**config.mk**
```make
export PLATFORM = sky130hd
export DESIGN_NAME = exc_entry_ctrl
export DESIGN_NICKNAME = d
export VERILOG_FILES = /design/src/rtl/exc_entry_pkg.sv /design/src/rtl/exc_arbiter.sv /design/src/rtl/exc_class_table.sv /design/src/rtl/exc_state_calc.sv /design/src/rtl/exc_entry_ctrl.sv
export SDC_FILE = /design/constraint.sdc
export NUM_CORES = 1
export LEC_CHECK = 0
export BUFFER_PORTS_ARGS = -buffer_cell sky130_fd_sc_hd__buf_2
export CORE_ASPECT_RATIO = 1.75
export CORE_MARGIN = 8
export CORE_UTILIZATION = 40
export CTS_CLUSTER_DIAMETER = 50
export DETAILED_ROUTE_END_ITERATION = 8
export MAX_ROUTING_LAYER = met4
export PLACE_DENSITY = 0.76
export SYNTH_ARGS = -nofsm -noshare
export SYNTH_HDL_FRONTEND = slang
export SYNTH_SLANG_ARGS = --single-unit
```
**constraint.sdc**
```tcl
create_clock -name clk -period 3.1 [get_ports clk]
set_input_delay 0.93 -clock clk [delete_from_list [all_inputs] [get_ports clk]]
set_output_delay 0.93 -clock clk [all_outputs]
set_load 0.1 [all_outputs]
```
**src/rtl/exc_entry_pkg.sv**
```systemverilog
package exc_entry_pkg;

  localparam int NUM_EXC = 7;
  localparam int CAUSE_W = 3;
  localparam int SR_W    = 32;
  localparam int MODE_W  = 5;
  localparam int BANK_W  = 3;

  // status word field positions
  localparam int SB_T      = 5;
  localparam int SB_F      = 6;
  localparam int SB_I      = 7;
  localparam int SB_A      = 8;
  localparam int SB_J      = 24;
  localparam int SB_FLAG_L = 28;
  localparam logic [SR_W-1:0] SR_ITJ_MASK = 32'h0700_FC00;

  typedef enum logic [CAUSE_W-1:0] {
    EXC_RESET = 3'd0,
    EXC_UNDEF = 3'd1,
    EXC_SVC   = 3'd2,
    EXC_PABT  = 3'd3,
    EXC_DABT  = 3'd4,
    EXC_IRQ   = 3'd5,
    EXC_FIQ   = 3'd6
  } exc_id_t;

  localparam logic [MODE_W-1:0] MD_FIQ = 5'h11;
  localparam logic [MODE_W-1:0] MD_IRQ = 5'h12;
  localparam logic [MODE_W-1:0] MD_SVC = 5'h13;
  localparam logic [MODE_W-1:0] MD_ABT = 5'h17;
  localparam logic [MODE_W-1:0] MD_UND = 5'h1B;

  typedef enum logic [BANK_W-1:0] {
    BK_FIQ = 3'd0,
    BK_IRQ = 3'd1,
    BK_SVC = 3'd2,
    BK_UND = 3'd3,
    BK_ABT = 3'd4
  } bank_t;

  typedef struct packed {
    logic [MODE_W-1:0] mode;
    logic [4:0]        vec_off;
    logic [3:0]        lr_wide;
    logic [3:0]        lr_narrow;
    logic              set_a;
    logic              set_f;
  } exc_attr_t;

endpackage

```
**src/rtl/exc_arbiter.sv**
```systemverilog
module exc_arbiter
  import exc_entry_pkg::*;
(
  input  logic [NUM_EXC-1:0] req_i,
  output logic               any_o,
  output exc_id_t            win_o
);
  // most urgent first
  localparam exc_id_t ORDER [NUM_EXC] = '{EXC_RESET, EXC_DABT, EXC_FIQ,
                                          EXC_IRQ, EXC_PABT, EXC_UNDEF, EXC_SVC};

  logic [NUM_EXC:0] claimed;
  logic [NUM_EXC-1:0] grant;

  assign claimed[0] = 1'b0;

  genvar g;
  generate
    for (g = 0; g < NUM_EXC; g++) begin : g_rank
      assign grant[g]     = req_i[ORDER[g]] & ~claimed[g];
      assign claimed[g+1] = claimed[g] | req_i[ORDER[g]];
    end
  endgenerate

  always_comb begin
    win_o = EXC_RESET;
    for (int i = 0; i < NUM_EXC; i++)
      if (grant[i]) win_o = ORDER[i];
  end

  assign any_o = claimed[NUM_EXC];
endmodule

```
**src/rtl/exc_class_table.sv**
```systemverilog
module exc_class_table
  import exc_entry_pkg::*;
(
  input  exc_id_t   id_i,
  output exc_attr_t attr_o
);
  always_comb begin
    unique case (id_i)
      EXC_RESET: attr_o = '{mode: MD_SVC, vec_off: 5'h00, lr_wide: 4'd0, lr_narrow: 4'd0, set_a: 1'b1, set_f: 1'b1};
      EXC_UNDEF: attr_o = '{mode: MD_UND, vec_off: 5'h04, lr_wide: 4'd4, lr_narrow: 4'd2, set_a: 1'b0, set_f: 1'b0};
      EXC_SVC:   attr_o = '{mode: MD_SVC, vec_off: 5'h08, lr_wide: 4'd4, lr_narrow: 4'd2, set_a: 1'b0, set_f: 1'b0};
      EXC_PABT:  attr_o = '{mode: MD_ABT, vec_off: 5'h0C, lr_wide: 4'd4, lr_narrow: 4'd4, set_a: 1'b1, set_f: 1'b0};
      EXC_DABT:  attr_o = '{mode: MD_ABT, vec_off: 5'h10, lr_wide: 4'd8, lr_narrow: 4'd8, set_a: 1'b1, set_f: 1'b0};
      EXC_IRQ:   attr_o = '{mode: MD_IRQ, vec_off: 5'h18, lr_wide: 4'd4, lr_narrow: 4'd4, set_a: 1'b1, set_f: 1'b0};
      EXC_FIQ:   attr_o = '{mode: MD_FIQ, vec_off: 5'h1C, lr_wide: 4'd4, lr_narrow: 4'd4, set_a: 1'b1, set_f: 1'b1};
      default:   attr_o = '{mode: MD_SVC, vec_off: 5'h00, lr_wide: 4'd0, lr_narrow: 4'd0, set_a: 1'b1, set_f: 1'b1};
    endcase
  end
endmodule

```
**src/rtl/exc_state_calc.sv**
```systemverilog
module exc_state_calc
  import exc_entry_pkg::*;
#(
  parameter int              XLEN       = 32,
  parameter logic [XLEN-1:0] HIVEC_BASE = 32'hFFFF_0000
)(
  input  exc_attr_t         attr_i,
  input  logic [XLEN-1:0]   pc_i,
  input  logic [SR_W-1:0]   status_i,
  input  logic [3:0]        flags_i,
  input  logic              ctl_te_i,
  input  logic              ctl_hivec_i,
  output logic [SR_W-1:0]   new_status_o,
  output logic [SR_W-1:0]   saved_o,
  output logic [XLEN-1:0]   link_o,
  output logic [XLEN-1:0]   new_pc_o,
  output logic [XLEN-1:0]   next_pc_o,
  output logic [BANK_W-1:0] bank_o,
  output logic              bank_ok_o
);
  localparam int VOFF_W = $bits(attr_i.vec_off);

  logic [XLEN-1:0] vec_base;
  logic [3:0]      lr_adj;

  always_comb begin
    new_status_o = status_i & ~SR_ITJ_MASK;
    new_status_o[MODE_W-1:0] = attr_i.mode;
    new_status_o[SB_T] = ctl_te_i;
    new_status_o[SB_A] = status_i[SB_A] | attr_i.set_a;
    new_status_o[SB_F] = status_i[SB_F] | attr_i.set_f;
    new_status_o[SB_I] = 1'b1;
  end

  always_comb begin
    saved_o = status_i;
    saved_o[SB_FLAG_L +: 4] = status_i[SB_FLAG_L +: 4] | flags_i;
  end

  assign lr_adj   = status_i[SB_T] ? attr_i.lr_narrow : attr_i.lr_wide;
  assign link_o   = pc_i + XLEN'(lr_adj);
  assign vec_base = ctl_hivec_i ? HIVEC_BASE : '0;
  assign new_pc_o = vec_base + {{(XLEN-VOFF_W){1'b0}}, attr_i.vec_off};
  assign next_pc_o = new_pc_o + (ctl_te_i ? XLEN'(2) : XLEN'(4));

  always_comb begin
    bank_ok_o = 1'b1;
    unique case (attr_i.mode)
      MD_FIQ:  bank_o = BK_FIQ;
      MD_IRQ:  bank_o = BK_IRQ;
      MD_SVC:  bank_o = BK_SVC;
      MD_UND:  bank_o = BK_UND;
      MD_ABT:  bank_o = BK_ABT;
      default: begin bank_o = BK_FIQ; bank_ok_o = 1'b0; end
    endcase
  end
endmodule

```
**src/rtl/exc_entry_ctrl.sv**
```systemverilog
module exc_entry_ctrl
  import exc_entry_pkg::*;
#(
  parameter int              XLEN       = 32,
  parameter logic [XLEN-1:0] HIVEC_BASE = 32'hFFFF_0000
)(
  input  logic                clk,
  input  logic                rst,
  input  logic [NUM_EXC-1:0]  req_i,
  input  logic [XLEN-1:0]     pc_i,
  input  logic [SR_W-1:0]     status_i,
  input  logic [3:0]          flags_i,
  input  logic                ctl_te_i,
  input  logic                ctl_hivec_i,
  input  logic                ctl_vecirq_i,
  output logic                entry_valid_o,
  output logic [CAUSE_W-1:0]  entry_cause_o,
  output logic [SR_W-1:0]     new_status_o,
  output logic [XLEN-1:0]     link_o,
  output logic                saved_we_o,
  output logic [BANK_W-1:0]   saved_bank_o,
  output logic [SR_W-1:0]     saved_o,
  output logic [XLEN-1:0]     new_pc_o,
  output logic [XLEN-1:0]     next_pc_o,
  output logic                vec_err_o,
  output logic                mode_err_o
);
  logic              take;
  exc_id_t           win;
  exc_attr_t         attr;
  logic [SR_W-1:0]   c_status, c_saved;
  logic [XLEN-1:0]   c_link, c_pc, c_next;
  logic [BANK_W-1:0] c_bank;
  logic              c_bank_ok;

  exc_arbiter u_arb (
    .req_i (req_i),
    .any_o (take),
    .win_o (win)
  );

  exc_class_table u_tab (
    .id_i   (win),
    .attr_o (attr)
  );

  exc_state_calc #(.XLEN(XLEN), .HIVEC_BASE(HIVEC_BASE)) u_calc (
    .attr_i       (attr),
    .pc_i         (pc_i),
    .status_i     (status_i),
    .flags_i      (flags_i),
    .ctl_te_i     (ctl_te_i),
    .ctl_hivec_i  (ctl_hivec_i),
    .new_status_o (c_status),
    .saved_o      (c_saved),
    .link_o       (c_link),
    .new_pc_o     (c_pc),
    .next_pc_o    (c_next),
    .bank_o       (c_bank),
    .bank_ok_o    (c_bank_ok)
  );

  always_ff @(posedge clk) begin
    if (rst) begin
      entry_valid_o <= 1'b0;
      entry_cause_o <= '0;
      new_status_o  <= '0;
      link_o        <= '0;
      saved_we_o    <= 1'b0;
      saved_bank_o  <= '0;
      saved_o       <= '0;
      new_pc_o      <= '0;
      next_pc_o     <= '0;
      vec_err_o     <= 1'b0;
      mode_err_o    <= 1'b0;
    end else begin
      entry_valid_o <= take;
      saved_we_o    <= take & c_bank_ok;
      mode_err_o    <= take & ~c_bank_ok;
      vec_err_o     <= take & ctl_vecirq_i;
      if (take) begin
        entry_cause_o <= win;
        new_status_o  <= c_status;
        link_o        <= c_link;
        saved_bank_o  <= c_bank;
        saved_o       <= c_saved;
        new_pc_o      <= c_pc;
        next_pc_o     <= c_next;
      end
    end
  end
endmodule

```
==> flow_summary.json, run 1 <==
{
  "status": "finished clean",
  "antenna_found_initial": 0,
  "hold_viol": 0,
  "clockBufferDepth": 2,
  "fp.coreArea_mm2": 0.0110,
  "hp-class": "flip-flop to flip-flop",
  "rsz0062_at_grt": "true",
  "hold_ws_ps": 439,
  "die_h_um": 156,
  "setup_violations": 0,
  "port_buffers": 216,
  "ctsHoldBuffers": 0,
  "critPathArrivalTime_ps": 3220,
  "antenna_left": 0,
  "clock-sinks": 93,
  "endpoint_kind": "flip-flop",
  "final_nets": 835,
  "syn_area_mm2": 0.00451,
  "syn_area_per_cell_um2": 8.13,
  "period_share": 0.959,
  "firstDrtPassIters": 4,
  "numCtsBuffers": 9,
  "diodes": 0,
  "cts_root_buf": "clkbuf_16",
  "fp.dieArea_mm2": 0.0151,
  "grt_pass1_wl_mm": 20.4,
  "start_util": 0.409,
  "startpoint_type": "input port",
  "dpl.hpwl_mm": 10.9,
  "dr.first_iter.drc_count": 142,
  "place_congestion": 0.932,
  "clk_latency_ps": 340,
  "ys_seq_area_frac": 0.413,
  "r2r-start": "new_pc_o[30]$_SDFFE_PP0P_",
  "path_class": "input port to flip-flop",
  "grt_util_all_layers": 0.178,
  "grt_overflow": 0,
  "yosysTopAreaCell": "dfxtp_1",
  "hold_depth": 2,
  "fin_skew_ps": 0,
  "grt_max_degree": 71,
  "num_vias": 4258,
  "vdd_drop_max_mv": 0.387,
  "reg2reg_slack_ps": 2000,
  "dp_cells": 869,
  "area_growth_pct": 30.1,
  "wl_per_cell_um": 15.5,
  "io_pins": 250,
  "p_per_area_mw_per_mm2": 618,
  "yosysWarnings": 0,
  "r2r_end": "new_pc_o[30]$_SDFFE_PP0P_",
  "synth.distinct_cells": 45,
  "max_freq_mhz": 336,
  "core.rowCount": 51,
  "tightest_slew_ps": 697,
  "die_w_um": 96.3,
  "viasPerCell": 4.81,
  "yosysTopAreaCellShare": 0.413,
  "maxCapViolCount": 0,
  "clk_pin_slew_ps": 70,
  "hold_end": "saved_bank_o[0]$_SDFFE_PP0P_",
  "hold_start": "saved_bank_o[0]$_SDFFE_PP0P_",
  "final_layout_size_suffix_gt1_frac": 0.382,
  "fin_crit_ps": 2970,
  "slew_headroom": 0.535,
  "p_leak_nw": 2.95,
  "reg2reg_depth": 2,
  "synth_area_leaders": "dfxtp_1 (41%), buf_4 (13%), nand2_1 (8.1%)",
  "maxSlewViolCount": 0,
  "stdcell_count": 886,
  "wl_mm": 13.8,
  "synth_seq_cells": 93,
  "synth_cells": 555,
  "cts_tree": "done",
  "crit_fanout": 4,
  "post-route-drc-count": 0,
  "cp.required_ps": 3350,
  "cts_max_level": 3,
  "first_global_vias": 4128
}
-- cell usage in the layout (no fill, tap or decap), types with 3 or more instances in the layout --
master,n
nand2_1,97
a21oi_1,49
nor2b_1,3
clkbuf_16,9
buf_2,216
and3_1,4
xor2_1,16
nand3_1,7
a211oi_1,27
inv_1,6
xnor2_1,9
and4_1,5
ha_1,4
nor3_1,17
nand4_1,9
nor2_1,50
buf_12,4
conb_1,34
o21ai_0,9
or3_1,5
buf_4,36
dfxtp_1,93
a311oi_1,5
-- worst max path at each step --
stage / start / to / cells past startpoint
finish: req_i[6] / link_o[31]$_SDFFE_PP0P_ / 13
global route: req_i[6] / link_o[31]$_SDFFE_PP0P_ / 13
CTS: req_i[5] / link_o[26]$_SDFFE_PP0P_ / 11
detailed placement: req_i[4] / link_o[31]$_SDFFE_PP0P_ / 13
global placement: req_i[6] / link_o[31]$_SDFFE_PP0P_ / 13
floorplan: req_i[1] / link_o[23]$_SDFFE_PP0P_ / 11
-- per-layer routing --
metal,routed length (µm),GRT usage,up-vias
li1,-,-,2161
met1,5150,0.185,1914
met2,7280,0.316,166
met3,1050,0.0264,17
met4,283,0.0766,0
met5,0,-,-
-- layout make-up --
class	count	area [µm²]
inverters	6	22.5
repair buffers	256	1430
multi-input cells	383	2100
fillers	1076	5170
clock buffers	9	225
well taps	132	165
flip-flops and latches	93	1860
clock inverters	7	63.8
-- power by group --
part	total (W)	internal (W)	switching [W]
logic	0.00127	0.000186	0.00108
registers	0.00130	0.00126	0.0000354
clock network	0.00106	0.000562	0.000500
-- timing repair --
item / in CTS / in global routing
setup buffers: 0 / 1
resized for setup: 1 / 7
pin swaps: 0 / 2
hold endpoints to repair: 0 / 0
setup endpoints to repair: 1 / 11
cloned: 0 / 0
-- synthesized netlist by cell type (all sizes together) --
cell	instances
and2	2
nor2	51
o31ai	1
or3	5
ha	5
o21a	2
a21o	1
xor2	16
fa	1
a32oi	1
o211ai	1
o21ai	10
a311oi	5
clkbuf	20
nor4	3
and3	5
and4bb	1
a21oi	49
dfxtp	93
buf	86
o21bai	1
and4	5
and3b	1
nand3	9
nand2b	2
nand4b	1
inv	6
xnor2	9
nor3	19
nor3b	2
nand2	98
nor2b	3
nand3b	1
conb	1
nand4	11
or2	1
a211oi	27
-- logic make-up after synthesis --
family,synth area share
simple gates,0.228
xor+xnor,0.0485
buf+inv,0.159
fa+ha+maj,0.0183
other cells,0.000831
compound gates,0.132
flops,0.413
-- stage by stage --
stage	TNS (ps)	util	power [W]	setup slack, ps	area [µm²]
after global placement	-2380	0.502	0.00259	-213	5550
after detailed placement	-3760	0.502	0.00259	-280	5550
after CTS	0	0.529	0.00367	45.2	5840
final	0	0.532	0.00363	127	5870
after global routing	-60.9	0.532	0.00377	-60.9	5870
after floorplan	0	-	0.00242	26.1	4640
-- flip-flops by register name, summed over array words and instances, names as in the netlist, 3 cells and up --
name	count
entry_cause_o	3
link_o	32
new_pc_o	4
new_status_o	12
next_pc_o	4
saved_bank_o	3
saved_o	32
-- critical path, stage by stage --
cell	delay, ps
buf_2	110
buf_4	140
nor4_2	280
buf_4	160
buf_4	100
o21bai_1	160
fa_2	260
a21oi_1	60
buf_4	150
nor2_2	110
nand4_1	140
or3_1	360
a311oi_1	240
(Power assumes the default switching activity.)
==> run 2, diff against run 1 <==
--- a/config.mk
+++ b/config.mk
@@ -5,14 +5,16 @@
 export SDC_FILE = /design/constraint.sdc
 export NUM_CORES = 1
 export LEC_CHECK = 0
+export ABC_AREA = 1
 export BUFFER_PORTS_ARGS = -buffer_cell sky130_fd_sc_hd__buf_2
 export CORE_ASPECT_RATIO = 1.75
 export CORE_MARGIN = 8
-export CORE_UTILIZATION = 40
+export CORE_UTILIZATION = 45
 export CTS_CLUSTER_DIAMETER = 50
 export DETAILED_ROUTE_END_ITERATION = 8
 export MAX_ROUTING_LAYER = met4
-export PLACE_DENSITY = 0.76
+export PLACE_DENSITY = 0.73
 export SYNTH_ARGS = -nofsm -noshare
 export SYNTH_HDL_FRONTEND = slang
+export SYNTH_HIERARCHICAL = 1
 export SYNTH_SLANG_ARGS = --single-unit
==> run 2 against run 1 <==
  * Flip-flop and latch count grew 77
  * Clock power increased by 100%
  * Largest power group unchanged
  * Clock skew is the same
  * Non-clock buffer count up 21
  * Cell count up 120%
  * Largest cell class unchanged
  * Highest routed layer unchanged
  * Sequential power up 84%
  * First-iteration DRC count grew to 2.9 times the previous value
  * Synthesized cell count grew to 2.7 times the previous value
  * Register-to-register slack better by 490 ps
  * Clock-buffer cell count rose by 14
  * Global-route usage up 0.94 points
==> flow_summary.json, run 2 <==
{
  "total_power_w": 0.00619,
  "critPathArrivalTime_ps": 3310,
  "cts_root_buf": "clkbuf_16",
  "met2_usage": 0.334,
  "final_layout_size_suffix_gt1_frac": 0.217,
  "yosysMostFrequentCell": "nand2_1",
  "num_vias": 8195,
  "final_nets": 1731,
  "path_class": "input port to flip-flop",
  "dp_slack_ps": -314,
  "hold_ws_ps": 467,
  "async_reset_ff_frac": 0,
  "first_global_vias": 7814,
  "tightest_slew_ps": 587,
  "syn_area_per_cell_um2": 6.26,
  "clock-sinks": 170,
  "fin_skew_ps": 0,
  "grt_overflow": 0,
  "grt_use_met1": 0.185,
  "yosysWarnings": 6,
  "dpl.hpwl_mm": 17.5,
  "synth.distinct_cells": 34,
  "grt_pass1_wl_mm": 37.7,
  "fin_crit_ps": 2930,
  "fp.coreArea_mm2": 0.0207,
  "antenna_found_initial": 2,
  "io_pins": 250,
  "firstDrtPassIters": 4,
  "wl_mm": 23.5,
  "synth_commonest_cells": "nand2_1 (454), nor2_1 (374), inv_1 (205)",
  "met3_usage": 0.0530,
  "max_freq_mhz": 341,
  "place_congestion": 0.929,
  "synth_seq_cells": 170,
  "yosysTopAreaCellShare": 0.364,
  "viasPerCell": 4.29,
  "p_leak_nw": 6.64,
  "finalWorstSetupSlack_ps": 169,
  "ctsHoldBuffers": 0,
  "grt_max_degree": 97,
  "antenna_left": 0,
  "endpoint_kind": "flip-flop",
  "area_growth_pct": 15.6,
  "crit_fanout": 7,
  "hp-class": "flip-flop to flip-flop",
  "die_w_um": 125,
  "synth_area_leaders": "dfxtp_1 (36%), nand2_1 (18%), nor2_1 (15%)",
  "port_buffers": 249,
  "numCtsBuffers": 17,
  "wl_per_cell_um": 12.3,
  "die_h_um": 207,
  "period_share": 0.946,
  "ys_seq_area_frac": 0.364,
  "fp.dieArea_mm2": 0.0258,
  "clk_latency_ps": 430,
  "slew_headroom": 0.609,
  "maxCapViolCount": 0,
  "dr.first_iter.drc_count": 414,
  "mostFrequentLayoutCells": "nand2_1 (449), nor2_1 (373), buf_2 (249)",
  "status": "finished clean",
  "vdd_drop_max_mv": 0.298,
  "clockBufferDepth": 2,
  "synth_cells": 1493,
  "layout_commonest_cell": "nand2_1",
  "syn_area_mm2": 0.00935,
  "cts_max_level": 4,
  "cts_tree": "done",
  "core.rowCount": 70,
  "start_util": 0.452,
  "maxSlewViolCount": 0,
  "grt_util_all_layers": 0.187,
  "grt.busiest_layer": "met2",
  "post-route-drc-count": 0,
  "clk_pin_slew_ps": 70,
  "synthFlopType": "dfxtp_1",
  "hold_viol": 0,
  "setup_violations": 0,
  "tns_ps": 0,
  "synth_edf_count": 0,
  "yosysTopAreaCell": "dfxtp_1",
  "p_per_area_mw_per_mm2": 573,
  "cp.required_ps": 3480,
  "startpoint_type": "input port"
}
[run 2: changes by cell type after synthesis, moves of 8 or more]
cell	delta
inv_1	+199
o21ai_0	-10
nand3b_1	+9
clkbuf_1	-8
nor2_1	+323
buf_4	+54
nand3_1	+13
dfxtp_1	+77
buf_2	+33
nor3_1	-17
a21oi_1	-47
nand2_1	+357
a211oi_1	-27
[run 2: final cells by class]
cell class / instances / area, µm²
diodes: 2 / 5.00
clock buffers: 23 / 468
clock inverters: 9 / 114
fillers: 2109 / 9860
inverters: 209 / 790
multi-input cells: 968 / 4180
flip-flops and latches: 170 / 3400
well taps: 252 / 315
repair buffers: 277 / 1530
[run 2: where the power goes]
part | leakage, nW | internal, W | switching [W] | total [W]
Sequential | 1.42 | 0.00232 | 0.0000662 | 0.00239
Combinational | 4.95 | 0.000310 | 0.00137 | 0.00168
Clock | 0.274 | 0.00123 | 0.000897 | 0.00213
[run 2: path summary, 6_finish.rpt]
| kind | startpoint | endpoint | slack (ps) | depth (start not counted) |
|---|---|---|---|---|
| hold reg to reg | new_status_o[11]$_SDFFE_PP0P_ | new_status_o[11]$_SDFFE_PP0P_ | 470 | 2 |
| setup / recovery | req_i[4] | link_o[13]$_SDFFE_PP0P_ | 170 | 21 |
| setup reg to reg | link_o[24]$_SDFFE_PP0P_ | link_o[24]$_SDFFE_PP0P_ | 2490 | 2 |
| hold / removal | new_status_o[11]$_SDFFE_PP0P_ | new_status_o[11]$_SDFFE_PP0P_ | 470 | 2 |
[run 2: cell families after synthesis]
family          count (synthesis)  share of synthesized area
simple gates                  896                      0.383
buf+inv                       388                      0.214
flops                         170                      0.364
xor+xnor                       17                     0.0159
fa+ha+maj                       8                     0.0123
compound gates                  6                    0.00455
other cells                     4                    0.00160
mux                             4                    0.00482
[run 2: metal layers]
layer	vias to the layer above	wire length (µm)
met4	0	770
met5	-	0
met3	43	1210
li1	4462	-
met2	194	12200
met1	3496	9320
[run 2: through the flow]
step	util	instances	area, µm²
6_report	0.523	1910	10800
5_1_grt	0.523	1910	10800
4_1_cts	0.522	1907	10800
3_5_place_dp	0.493	1875	10200
3_3_place_gp	0.493	1875	10200
2_1_floorplan	-	1526	9570
[run 2: repair_timing]
item                                   CTS  global route
setup endpoints to repair                0             4
endpoints found under the hold margin    0             0
resized for setup                        0             3
setup buffers                            0             1
[run 2: worst max-delay path, cell delays in order]
cell and delay [ps]:
buf_2 120, nor2_4 140, nand3_2 100, nor2_4 150, nand3_2 90, nand2_4 100, inv_4 50, nand2_1 50
nand3_1 90, mux2_2 300, ha_4 300, inv_1 40, nand2_1 90, nand3_1 100, nand2_2 170, nand2_1 100
xnor2_1 140, inv_1 50, nand2_1 50, nand2_1 40, nor2_1 90
